### config.mk
export PLATFORM = sky130hd
export DESIGN_NAME = tune_interval_ctrl
export DESIGN_NICKNAME = d
export VERILOG_FILES = /design/src/rtl/tic_pkg.sv /design/src/rtl/tic_div.sv /design/src/rtl/tic_window.sv /design/src/rtl/tic_map.sv /design/src/rtl/tune_interval_ctrl.sv
export SDC_FILE = /design/constraint.sdc
export NUM_CORES = 2
export LEC_CHECK = 0
export BUFFER_PORTS_ARGS = -buffer_cell sky130_fd_sc_hd__buf_2
export CAP_MARGIN = 30
export CORE_MARGIN = 3
export CORE_UTILIZATION = 59
export CTS_CLUSTER_SIZE = 25
export DETAILED_ROUTE_END_ITERATION = 10
export PLACE_DENSITY = 0.79
export SLEW_MARGIN = 5
export SYNTH_ARGS = -nofsm -noshare
export SYNTH_HDL_FRONTEND = slang
export SYNTH_SLANG_ARGS = --single-unit
### constraint.sdc
create_clock -name clk -period 52 [get_ports clk]
set_input_delay 15.6 -clock clk [delete_from_list [all_inputs] [get_ports clk]]
set_output_delay 15.6 -clock clk [all_outputs]
set_load 0.05 [all_outputs]
### src/rtl/tic_pkg.sv
package tic_pkg;
  typedef enum logic [2:0] {
    S_COUNT, S_PRE, S_TUNE, S_POST, S_DIV_E, S_AVG, S_DIV_M, S_APPLY
  } tic_state_e;

  localparam int          FRAC_W  = 17;
  localparam logic [16:0] ONE_Q16 = 17'h10000;
  localparam logic [15:0] ONE_Q14 = 16'h4000;
endpackage

### src/rtl/tic_div.sv
// Serial fractional divider: quo = num/den in Q0.16, saturated at 1.0.
module tic_div #(
  parameter int DW = 18,
  parameter int QW = 16
) (
  input  logic          clk,
  input  logic          rst_n,
  input  logic          start,
  input  logic [DW-1:0] num,
  input  logic [DW-1:0] den,
  output logic          done,
  output logic [QW:0]   quo
);
  localparam int KW = $clog2(QW + 1);

  logic          busy;
  logic [KW-1:0] steps;
  logic [DW-1:0] rem, den_r, rem_nx;
  logic [QW-1:0] qacc;
  logic [DW:0]   rem2;
  logic          take;

  always_comb begin
    rem2   = {rem, 1'b0};
    take   = rem2 >= {1'b0, den_r};
    rem_nx = take ? DW'(rem2 - {1'b0, den_r}) : rem2[DW-1:0];
  end

  always_ff @(posedge clk) begin
    if (!rst_n) begin
      busy  <= 1'b0;
      steps <= '0;
      rem   <= '0;
      den_r <= '0;
      qacc  <= '0;
      done  <= 1'b0;
      quo   <= '0;
    end else begin
      done <= 1'b0;
      if (start) begin
        if (num == '0) begin
          quo  <= '0;
          done <= 1'b1;
        end else if (num >= den) begin
          quo  <= {1'b1, {QW{1'b0}}};
          done <= 1'b1;
        end else begin
          busy  <= 1'b1;
          rem   <= num;
          den_r <= den;
          qacc  <= '0;
          steps <= KW'(QW);
        end
      end else if (busy) begin
        rem   <= rem_nx;
        qacc  <= {qacc[QW-2:0], take};
        steps <= steps - 1'b1;
        if (steps == KW'(1)) begin
          busy <= 1'b0;
          done <= 1'b1;
          quo  <= {1'b0, qacc[QW-2:0], take};
        end
      end
    end
  end

  AST_QUO_LIMIT: assert property (@(posedge clk) disable iff (!rst_n)
    done |-> (quo <= {1'b1, {QW{1'b0}}}));
  AST_START_IDLE: assert property (@(posedge clk) disable iff (!rst_n)
    start |-> !busy);
endmodule

### src/rtl/tic_window.sv
// History of recent change ratios and power-of-two windowed mean.
module tic_window #(
  parameter int FW    = 17,
  parameter int DEPTH = 16
) (
  input  logic          clk,
  input  logic          rst_n,
  input  logic          push,
  input  logic [FW-1:0] din,
  input  logic [2:0]    lg,
  output logic [FW-1:0] avg
);
  import tic_pkg::*;
  localparam int LGD = $clog2(DEPTH);
  localparam int SW  = FW + LGD;

  logic [FW-1:0] hist [DEPTH];
  logic [2:0]    lg_eff;
  logic [SW-1:0] sum;

  for (genvar g = 0; g < DEPTH; g++) begin : g_tap
    if (g == 0) begin : g_head
      always_ff @(posedge clk) begin
        if (!rst_n)    hist[g] <= '0;
        else if (push) hist[g] <= din;
      end
    end else begin : g_body
      always_ff @(posedge clk) begin
        if (!rst_n)    hist[g] <= '0;
        else if (push) hist[g] <= hist[g-1];
      end
    end
  end

  always_comb begin
    lg_eff = (lg > 3'(LGD)) ? 3'(LGD) : lg;
    sum    = '0;
    for (int i = 0; i < DEPTH; i++) begin
      if (32'(i) < (32'd1 << lg_eff)) sum = sum + SW'(hist[i]);
    end
    avg = FW'(sum >> lg_eff);
  end

  AST_AVG_CEIL: assert property (@(posedge clk) disable iff (!rst_n)
    avg <= FW'(ONE_Q16));
endmodule

### src/rtl/tic_map.sv
// Two-segment factor curve and interval scaling with clamp.
module tic_map #(
  parameter int CW = 24,
  parameter int DW = 18
) (
  input  logic [16:0]   avg,
  input  logic [15:0]   up_gain,
  input  logic [15:0]   dn_gain,
  input  logic [15:0]   stab_pt,
  input  logic [16:0]   t,
  input  logic [CW-1:0] old_ivl,
  input  logic [CW-1:0] ivl_min,
  input  logic [CW-1:0] ivl_max,
  output logic          seg_hi,
  output logic [DW-1:0] num,
  output logic [DW-1:0] den,
  output logic [15:0]   y,
  output logic [CW-1:0] new_ivl
);
  import tic_pkg::*;
  localparam int PW = CW + 17;

  logic [17:0]        pos_q16, avg18;
  logic [15:0]        a, b;
  logic signed [16:0] span;
  logic signed [34:0] prod, ysum;
  logic [PW-1:0]      scaled, raw;

  always_comb begin
    pos_q16 = {stab_pt, 2'b00};
    avg18   = {1'b0, avg};
    seg_hi  = avg18 >= pos_q16;
    num     = seg_hi ? DW'(avg18 - pos_q16) : DW'(avg18);
    den     = seg_hi ? DW'(18'h10000 - pos_q16) : DW'(pos_q16);
    a       = seg_hi ? ONE_Q14 : up_gain;
    b       = seg_hi ? dn_gain : ONE_Q14;
    span    = $signed({1'b0, b}) - $signed({1'b0, a});
    prod    = span * $signed({1'b0, t});
    ysum    = $signed(35'({19'b0, a})) + (prod >>> 16);
    y       = ysum[15:0];
    scaled  = PW'(old_ivl) * PW'(y) + PW'(8192);
    raw     = scaled >> 14;
    if (raw < PW'(ivl_min)) raw = PW'(ivl_min);
    if (raw > PW'(ivl_max)) raw = PW'(ivl_max);
    new_ivl = CW'(raw);
  end
endmodule

### src/rtl/tune_interval_ctrl.sv
module tune_interval_ctrl #(
  parameter int CW       = 24,
  parameter int EW       = 16,
  parameter int INIT_IVL = 64,
  parameter int DEPTH    = 16
) (
  input  logic          clk,
  input  logic          rst_n,
  input  logic [CW-1:0] ivl_min,
  input  logic [CW-1:0] ivl_max,
  input  logic [15:0]   up_gain,
  input  logic [15:0]   dn_gain,
  input  logic [15:0]   stab_pt,
  input  logic [2:0]    win_log2,
  input  logic          e_valid,
  output logic          e_ready,
  input  logic [EW-1:0] e_data,
  output logic          tune_req,
  input  logic          tune_done,
  output logic [CW-1:0] interval_o,
  output logic [15:0]   factor_o,
  output logic [16:0]   avg_o
);
  import tic_pkg::*;
  localparam int DW = (EW > 18) ? EW : 18;

  tic_state_e    st;
  logic [CW-1:0] cnt;
  logic [EW-1:0] pre_r, e_diff;
  logic [16:0]   t_r, quo;
  logic          e_fire, div_start, div_done, push, seg_hi;
  logic [DW-1:0] div_num, div_den, map_num, map_den;
  logic [15:0]   y;
  logic [CW-1:0] new_ivl;

  assign e_ready   = (st == S_PRE) || (st == S_POST);
  assign e_fire    = e_valid && e_ready;
  assign e_diff    = (e_data >= pre_r) ? e_data - pre_r : pre_r - e_data;
  assign div_start = ((st == S_POST) && e_fire) || (st == S_AVG);
  assign div_num   = (st == S_POST) ? DW'(e_diff) : map_num;
  assign div_den   = (st == S_POST) ? DW'(pre_r)  : map_den;
  assign push      = (st == S_DIV_E) && div_done;

  tic_div #(.DW(DW), .QW(16)) u_div (
    .clk(clk), .rst_n(rst_n), .start(div_start), .num(div_num),
    .den(div_den), .done(div_done), .quo(quo)
  );

  tic_window #(.FW(FRAC_W), .DEPTH(DEPTH)) u_win (
    .clk(clk), .rst_n(rst_n), .push(push), .din(quo), .lg(win_log2),
    .avg(avg_o)
  );

  tic_map #(.CW(CW), .DW(DW)) u_map (
    .avg(avg_o), .up_gain(up_gain), .dn_gain(dn_gain), .stab_pt(stab_pt),
    .t(t_r), .old_ivl(interval_o), .ivl_min(ivl_min), .ivl_max(ivl_max),
    .seg_hi(seg_hi), .num(map_num), .den(map_den), .y(y), .new_ivl(new_ivl)
  );

  always_ff @(posedge clk) begin
    if (!rst_n) begin
      st         <= S_COUNT;
      cnt        <= CW'(INIT_IVL);
      interval_o <= CW'(INIT_IVL);
      factor_o   <= ONE_Q14;
      pre_r      <= '0;
      t_r        <= '0;
      tune_req   <= 1'b0;
    end else begin
      tune_req <= 1'b0;
      unique case (st)
        S_COUNT: if (cnt <= CW'(1)) st <= S_PRE;
                 else cnt <= cnt - 1'b1;
        S_PRE:   if (e_fire) begin
                   pre_r    <= e_data;
                   tune_req <= 1'b1;
                   st       <= S_TUNE;
                 end
        S_TUNE:  if (tune_done) st <= S_POST;
        S_POST:  if (e_fire) st <= S_DIV_E;
        S_DIV_E: if (div_done) st <= S_AVG;
        S_AVG:   st <= S_DIV_M;
        S_DIV_M: if (div_done) begin
                   t_r <= quo;
                   st  <= S_APPLY;
                 end
        S_APPLY: begin
                   interval_o <= new_ivl;
                   cnt        <= new_ivl;
                   factor_o   <= y;
                   st         <= S_COUNT;
                 end
        default: st <= S_COUNT;
      endcase
    end
  end

  AST_REQ_SINGLE: assert property (@(posedge clk) disable iff (!rst_n)
    tune_req |=> !tune_req);
  AST_REQ_AFTER_SAMPLE: assert property (@(posedge clk) disable iff (!rst_n)
    tune_req |-> $past(e_valid && e_ready));
  AST_FACTOR_LOW: assert property (@(posedge clk) disable iff (!rst_n)
    (st == S_APPLY && !seg_hi) |->
      ((y >= up_gain && y <= ONE_Q14) || (y <= up_gain && y >= ONE_Q14)));
  AST_FACTOR_HIGH: assert property (@(posedge clk) disable iff (!rst_n)
    (st == S_APPLY && seg_hi) |->
      ((y >= dn_gain && y <= ONE_Q14) || (y <= dn_gain && y >= ONE_Q14)));
  AST_IVL_CLAMP: assert property (@(posedge clk) disable iff (!rst_n)
    ($past(st) == S_APPLY && $past(ivl_min) <= $past(ivl_max)) |->
      (interval_o >= $past(ivl_min) && interval_o <= $past(ivl_max)));
  AST_CNT_HOLD: assert property (@(posedge clk) disable iff (!rst_n)
    (st == S_TUNE || st == S_POST || st == S_DIV_E || st == S_DIV_M) |=>
      ($stable(cnt) && $stable(interval_o)));
endmodule

After elaboration in Yosys (flattened, before gate mapping):

Memories as Yosys holds them, arrays and structs flattened.
Cells that the tools add are included.
Widths: inputs -> output; s select.

* bits in registers: 176
* RAM bits: 272
* bits of input ports: 119
* output and inout bits: 59
* logic and storage cells: 207
* memories kept: 1

Memory list
* u_win.hist: depth 16, width 17, read ports 16, clocked after Yosys merged registers in 0, wr ports 16, RTL line tic_window.sv:17 `logic [FW-1:0] hist [DEPTH];`

* $add $sub $neg: 25
* multiply operators: 2
* $lt $le $gt $ge: 24
* eq/ne operators: 18
* shift-type cells: 2
* multiplexer cells: 84
* bitwise gates (word level): 18
* reduce and logical (&&, ||, !) cells: 19

Operators by type and width (number)
* $mux 17: 22
* $mux 21: 15
* $add 21x17->21: 14
* $lt 4x32->1 const A: 8
* $mux 18: 9
* $lt 3x32->1 const A: 4
* $lt 1x32->1 const A: 2
* $lt 2x32->1 const A: 2
* $mux 15: 4
* $mux 16: 3
* $mux 24: 2
* $pmux 24 s2: 1
* $add 40x14->41 const B: 1
* $mul 24x16->40: 1
* $mul 17x18->32: 1
* $shl 1x3->32 const A: 1
* $sub 16x16->16: 2
* $gt 27x24->1: 1
* $lt 27x24->1: 1
* $mux 27: 1
* $le 24x1->1 const B: 1
* $pmux 3 s8: 1
* $sub 24x1->24 const B: 1
* $mux 3: 7
* 32 further kinds: 87

Logic depth before layout (Yosys ltp):

* depth after elaboration: 48
* mapped depth: 224
* depth with buffers taken out: 210

Hierarchy:

From an unflattened synthesis, not the netlist that was laid out.

* cell total of the unflattened synthesis: 7250
* area, all modules: 62132.1 um^2

Modules (own cells, without submodules)
* tic_map: times used 1, cells each 3211, area an instance 26669.3 um^2, seq. area each 0.0 um^2
* tic_window: times used 1, cells each 2689, area an instance 25020.2 um^2, seq. area each 8167.8 um^2
* tune_interval_ctrl: times used 1, cells each 819, area an instance 6008.3 um^2, seq. area each 2021.9 um^2
* tic_div: times used 1, cells each 531, area an instance 4434.3 um^2, seq. area each 1501.4 um^2

Worst setup path before layout:

Ideal clock, no wire load.

* path kind: input to register
* from: in win_log2[1]
* to: reg cnt[6]
* setup time: 0.141 ns
* arrival: 56.243 ns
* required time: 51.859 ns
* slack: -4.384 ns
* stages: 207
* path buffers: 14
* path through: clkbuf_1 nor2_2 clkbuf_1 clkbuf_1 nand2_1 clkbuf_1 mux2_2 ha_1 inv_1 fa_1 a21oi_1 inv_1 fa_1 nand2b_1 a31o_2 ha_1 nor2b_1 o21ai_0 [... 171 more ...] o21ai_0 nand2b_1 a21oi_1 nor2b_1 o21ai_0 nand2b_1 a21oi_1 o21ai_0 a221oi_1 o21ai_0 a21o_1 o21ai_0 and2_1 clkbuf_1 clkbuf_1 o211ai_1 o211ai_1 o211ai_1

* longest elaborated chain between the ends: 48
* elaborated cells between the ends (all ways): 64
* classes of those cells: 18 x add/sub; 2 x mul; 20 x order compare; 2 x shift; 22 x mux

Ends and longest elaborated chain
* from (decl): RTL line tune_interval_ctrl.sv:14 `input logic [2:0] win_log2,`
* $gt 3x3->1: RTL line tic_window.sv:36 `lg_eff = (lg > 3'(LGD)) ? 3'(LGD) : lg;`
* $mux 3 (*): RTL line tic_window.sv:36
* $shl 1x3->32: RTL line tic_window.sv:39 `if (32'(i) < (32'd1 << lg_eff)) sum = sum + SW'(hist[i]);`
* $lt 1x32->1: RTL line tic_window.sv:39
* $mux 17: RTL line tic_window.sv:39
* $add 17x17->18: RTL line tic_window.sv:39
* $mux 21: RTL line tic_window.sv:39
* $add 21x17->21: RTL line tic_window.sv:39
* [... 28 more ...]
* net avg_o[14]: RTL line tune_interval_ctrl.sv:22 `output logic [16:0] avg_o`
* [... 4 more ...]
* $add 16x16->16 (*): RTL line tic_map.sv:39 `ysum = $signed(35'({19'b0, a})) + (prod >>> 16);`
* $mul 24x16->40 (*): RTL line tic_map.sv:41 `scaled = PW'(old_ivl) * PW'(y) + PW'(8192);`
* $add 40x14->41 (*): RTL line tic_map.sv:41
* $lt 27x24->1: RTL line tic_map.sv:43 `if (raw < PW'(ivl_min)) raw = PW'(ivl_min);`
* $mux 27 (*): RTL line tic_map.sv:43
* $gt 27x24->1: RTL line tic_map.sv:44 `if (raw > PW'(ivl_max)) raw = PW'(ivl_max);`
* $mux 24 (*): RTL line tic_map.sv:44
* $pmux 24 s2 (*): RTL line tune_interval_ctrl.sv:71 `unique case (st)`
* to (signal assigned): RTL line tune_interval_ctrl.sv:63 `cnt <= CW'(INIT_IVL);`
* to (signal assigned): RTL line tune_interval_ctrl.sv:73 `else cnt <= cnt - 1'b1;`
* to (signal assigned): RTL line tune_interval_ctrl.sv:89 `cnt <= new_ivl;`
* to (decl): RTL line tune_interval_ctrl.sv:28 `logic [CW-1:0] cnt;`

Mark *: on every way through the listed nets, which the timed path passes. The rest lies on a longest branch.
A chain may end at the register's enable or synchronous reset.

Worst setup path in the final report:

* from: in win_log2[2]
* to: reg interval_o[14]

* longest elaborated chain between the ends: 47
* elaborated cells between the ends (all ways): 63
* classes of those cells: 18 x add/sub; 2 x mul; 20 x order compare; 2 x shift; 21 x mux

Ends and longest elaborated chain
* $gt 3x3->1: RTL line tic_window.sv:36
* $mux 3 (*): RTL line tic_window.sv:36
* $shl 1x3->32: RTL line tic_window.sv:39
* $lt 1x32->1: RTL line tic_window.sv:39
* $mux 17: RTL line tic_window.sv:39
* $add 17x17->18: RTL line tic_window.sv:39
* $mux 21: RTL line tic_window.sv:39
* $add 21x17->21: RTL line tic_window.sv:39
* [... 31 more ...]
* $mul 17x18->32: RTL line tic_map.sv:38 `prod = span * $signed({1'b0, t});`
* $add 16x16->16 (*): RTL line tic_map.sv:39
* $mul 24x16->40 (*): RTL line tic_map.sv:41
* $add 40x14->41 (*): RTL line tic_map.sv:41
* $lt 27x24->1: RTL line tic_map.sv:43
* $mux 27 (*): RTL line tic_map.sv:43
* $gt 27x24->1: RTL line tic_map.sv:44
* $mux 24 (*): RTL line tic_map.sv:44
* to (signal assigned): RTL line tune_interval_ctrl.sv:64 `interval_o <= CW'(INIT_IVL);`
* to (signal assigned): RTL line tune_interval_ctrl.sv:88 `interval_o <= new_ivl;`
* to (decl): RTL line tune_interval_ctrl.sv:20 `output logic [CW-1:0] interval_o,`

Every way passes the cells marked *; elsewhere a longest branch is shown, timed or not.

==> metrics.cfg <==
[outcome]
status = finished with violations
violations = negative setup slack

[synthesis]
synth-async-reset-ratio = 0
syn-cell-area_um2 = 60400
syn_area_per_cell_um2 = 8.61
yosysSeqAreaShare = 0.194
ys.flop_type = edfxtp_1
syn-num-nets = 8334
synthCells = 7017
ys_types = 112
synth_seq_cells = 448
synth_edf_count = 272
synth_warnings = 0

[grt]
grt_pass1_wl_mm = 287
grt_start_max_net_pins = 273
met2_usage = 0.580
met1_usage = 0.411
grt_use_met3 = 0.0463
grt.busiest_layer = met2
grt_overflow = 0
grt_pass1_vias = 55600
grt_antenna_before_repair = 3
groute.usage.overall = 0.331

[critical_path]
slowest_delay_ns = 0.58
cp_top_family = compound AO/OA/AOI/OAI gates
critPathKind = in2reg
cp-start-kind = primary input
cp.required_ns = 52.49
cp-end-kind = flop
cp_slowest_cell = fa_2
crit_buf_inv = 23
path_max_fanout = 8
crit_arrival_ns = 52.59

[placed_design]
pre_cts_ws_ns = -1.39
portBuffers = 177
dp_hpwl_mm = 137
place_congestion = 0.967
placed_area_um2 = 69200

[timing]
slew_headroom = 0.199
max_freq_ghz = 0.0192
setup_viol = 41
min_period_ns = 52.10
whs_ns = 0.458
worst_slew_pin_slew_ns = 1.20
fin_crit_sh = 1.00
timing.clock.skew_ns = 0.0440
rsz0062_at_grt = true
fin_ws_ns = -0.102
timing.final.max_slew_violations = 0
final_hold_viol_count = 0

[cts]
clockRootBuffer = clkbuf_16
clock-sinks = 448
clk_latency_ns = 0.66
ctsLongestPathBuffers = 3
htreeDepth = 2
clkTransAtPathRegs_ns = 0.06
cts_buffers = 53
tritoncts = built
postCtsHoldBufs = 0

[floorplan]
fp.dieW_um = 326
core_area_um2 = 101000
start_util = 0.599
pin_count = 178
fp-row-count = 116
dieArea_um2 = 106000
die_h_um = 326

[layout]
drive_above_1_share = 0.220
final_common_cell = inv_1
fin_area_um2 = 73500
area_growth_pct = 21.7
fin_nets = 9198
mostFrequentLayoutCells = inv_1 (930), buf_4 (881), nand2_1 (778)

[drt]
wl_per_cell_um = 19.7
ant_nets = 0
drc = 0
drt-initial-drc-count = 4440
dr_total_vias = 54400
routed_wl_mm = 183
vias_per_cell = 5.86
firstDrtPassIters = 6

[hold_path]
hp-class = reg2reg

[job]
maxCapViolCount = 0

-- cell type report --
cell class	instances	area, µm²
multi-input combinational	5331	46500
fill	7183	27400
sequential	448	11700
timing repair buffer	1094	8120
inverter	953	3580
tap	1357	1700
clock buffer	60	1370
clock inverter	40	494
antenna	4	10.0
-- per-stage QoR --
| stage | util | cells | TNS, ns |
|---|---|---|---|
| after global placement | 0.686 | 9098 | -17.14 |
| after global routing | 0.729 | 9284 | -79.87 |
| after CTS | 0.709 | 9219 | 0 |
| final | 0.729 | 9287 | -2.37 |
| after floorplan | - | 7017 | 0 |
| after detailed placement | 0.686 | 9101 | -63.38 |
-- Yosys cell counts, types with 41 or more instances --
library cell,instances,area (µm²)
xor2_1,115,1010
a21o_1,237,1780
xnor2_1,213,1870
a21oi_1,426,2130
o21a_1,66,495
o21bai_1,43,323
ha_1,648,8110
mux2_2,44,495
edfxtp_1,272,8170
clkbuf_1,250,938
nor3_1,71,355
inv_1,952,3570
nor2b_1,92,576
dfxtp_1,176,3520
fa_1,550,11000
o21ai_0,321,1610
mux2i_1,49,490
o211ai_1,41,308
nand3_1,89,445
and2_1,535,3350
nand2b_1,81,507
nor2_1,321,1200
nand2_1,793,2980
-- registers in the layout, indices dropped and copies added, names as in the netlist, 3 cells and up --
name and flops:
u_div.qacc 15, interval_o 24, factor_o 16, u_div.steps 5, t_r 17, u_div.den_r 18, u_div.quo 17, st 3
cnt 24, pre_r 16, u_div.rem 18, u_win.hist 272
-- worst paths after layout --
| path | slack (ns) | end | cells after the start | from |
|---|---|---|---|---|
| worst min-delay path | 0.46 | factor_o[10] | 2 | factor_o[10] |
| worst min register to register | 0.46 | factor_o[10] | 2 | factor_o[10] |
| worst max register to register | 13.97 | interval_o[14] | 199 | u_win.hist[0][0] |
| worst max-delay path | -0.10 | interval_o[14] | 198 | win_log2[2] |
-- worst register-to-register path: cells and delay by family (launching register included) --
| family | cells | cell delay, ns |
|---|---|---|
| AO/OA/AOI/OAI | 84 | 12.76 |
| buffers and inverters | 22 | 2.50 |
| multiplexers | 4 | 0.92 |
| flip-flops | 1 | 0.44 |
| AND/OR/NAND/NOR | 35 | 5.27 |
| adder cells (fa/ha/maj) | 36 | 13.05 |
| XOR/XNOR | 18 | 3.01 |
-- layer usage --
| layer | share of wire | vias up |
|---|---|---|
| met2 | 0.49 | 2356 |
| met5 | 0 | - |
| met1 | 0.39 | 26400 |
| met3 | 0.074 | 570 |
| met4 | 0.046 | 0 |
| li1 | - | 25200 |
-- logic make-up (layout without fill, tap and decap cells) --
logic type / Yosys count / count (layout) / share of synthesized area
compound gates: 1507 / 1507 / 0.163
mux: 94 / 94 / 0.0167
other cells: 0 / 4 / 0
buf+inv: 1238 / 2147 / 0.0774
flops: 448 / 448 / 0.194
xor+xnor: 345 / 345 / 0.0534
fa+ha+maj: 1198 / 1198 / 0.316
simple gates: 2187 / 2187 / 0.179
-- what timing repair did --
action	4_1_cts	5_1_grt
gates resized for setup	62	372
pin swaps	56	247
cloned	0	3
setup endpoints to repair	48	48
buffers inserted	18	59
Power is not shown: default switching activity piles up to over one toggle a cycle in this logic, so the estimate is an artifact.
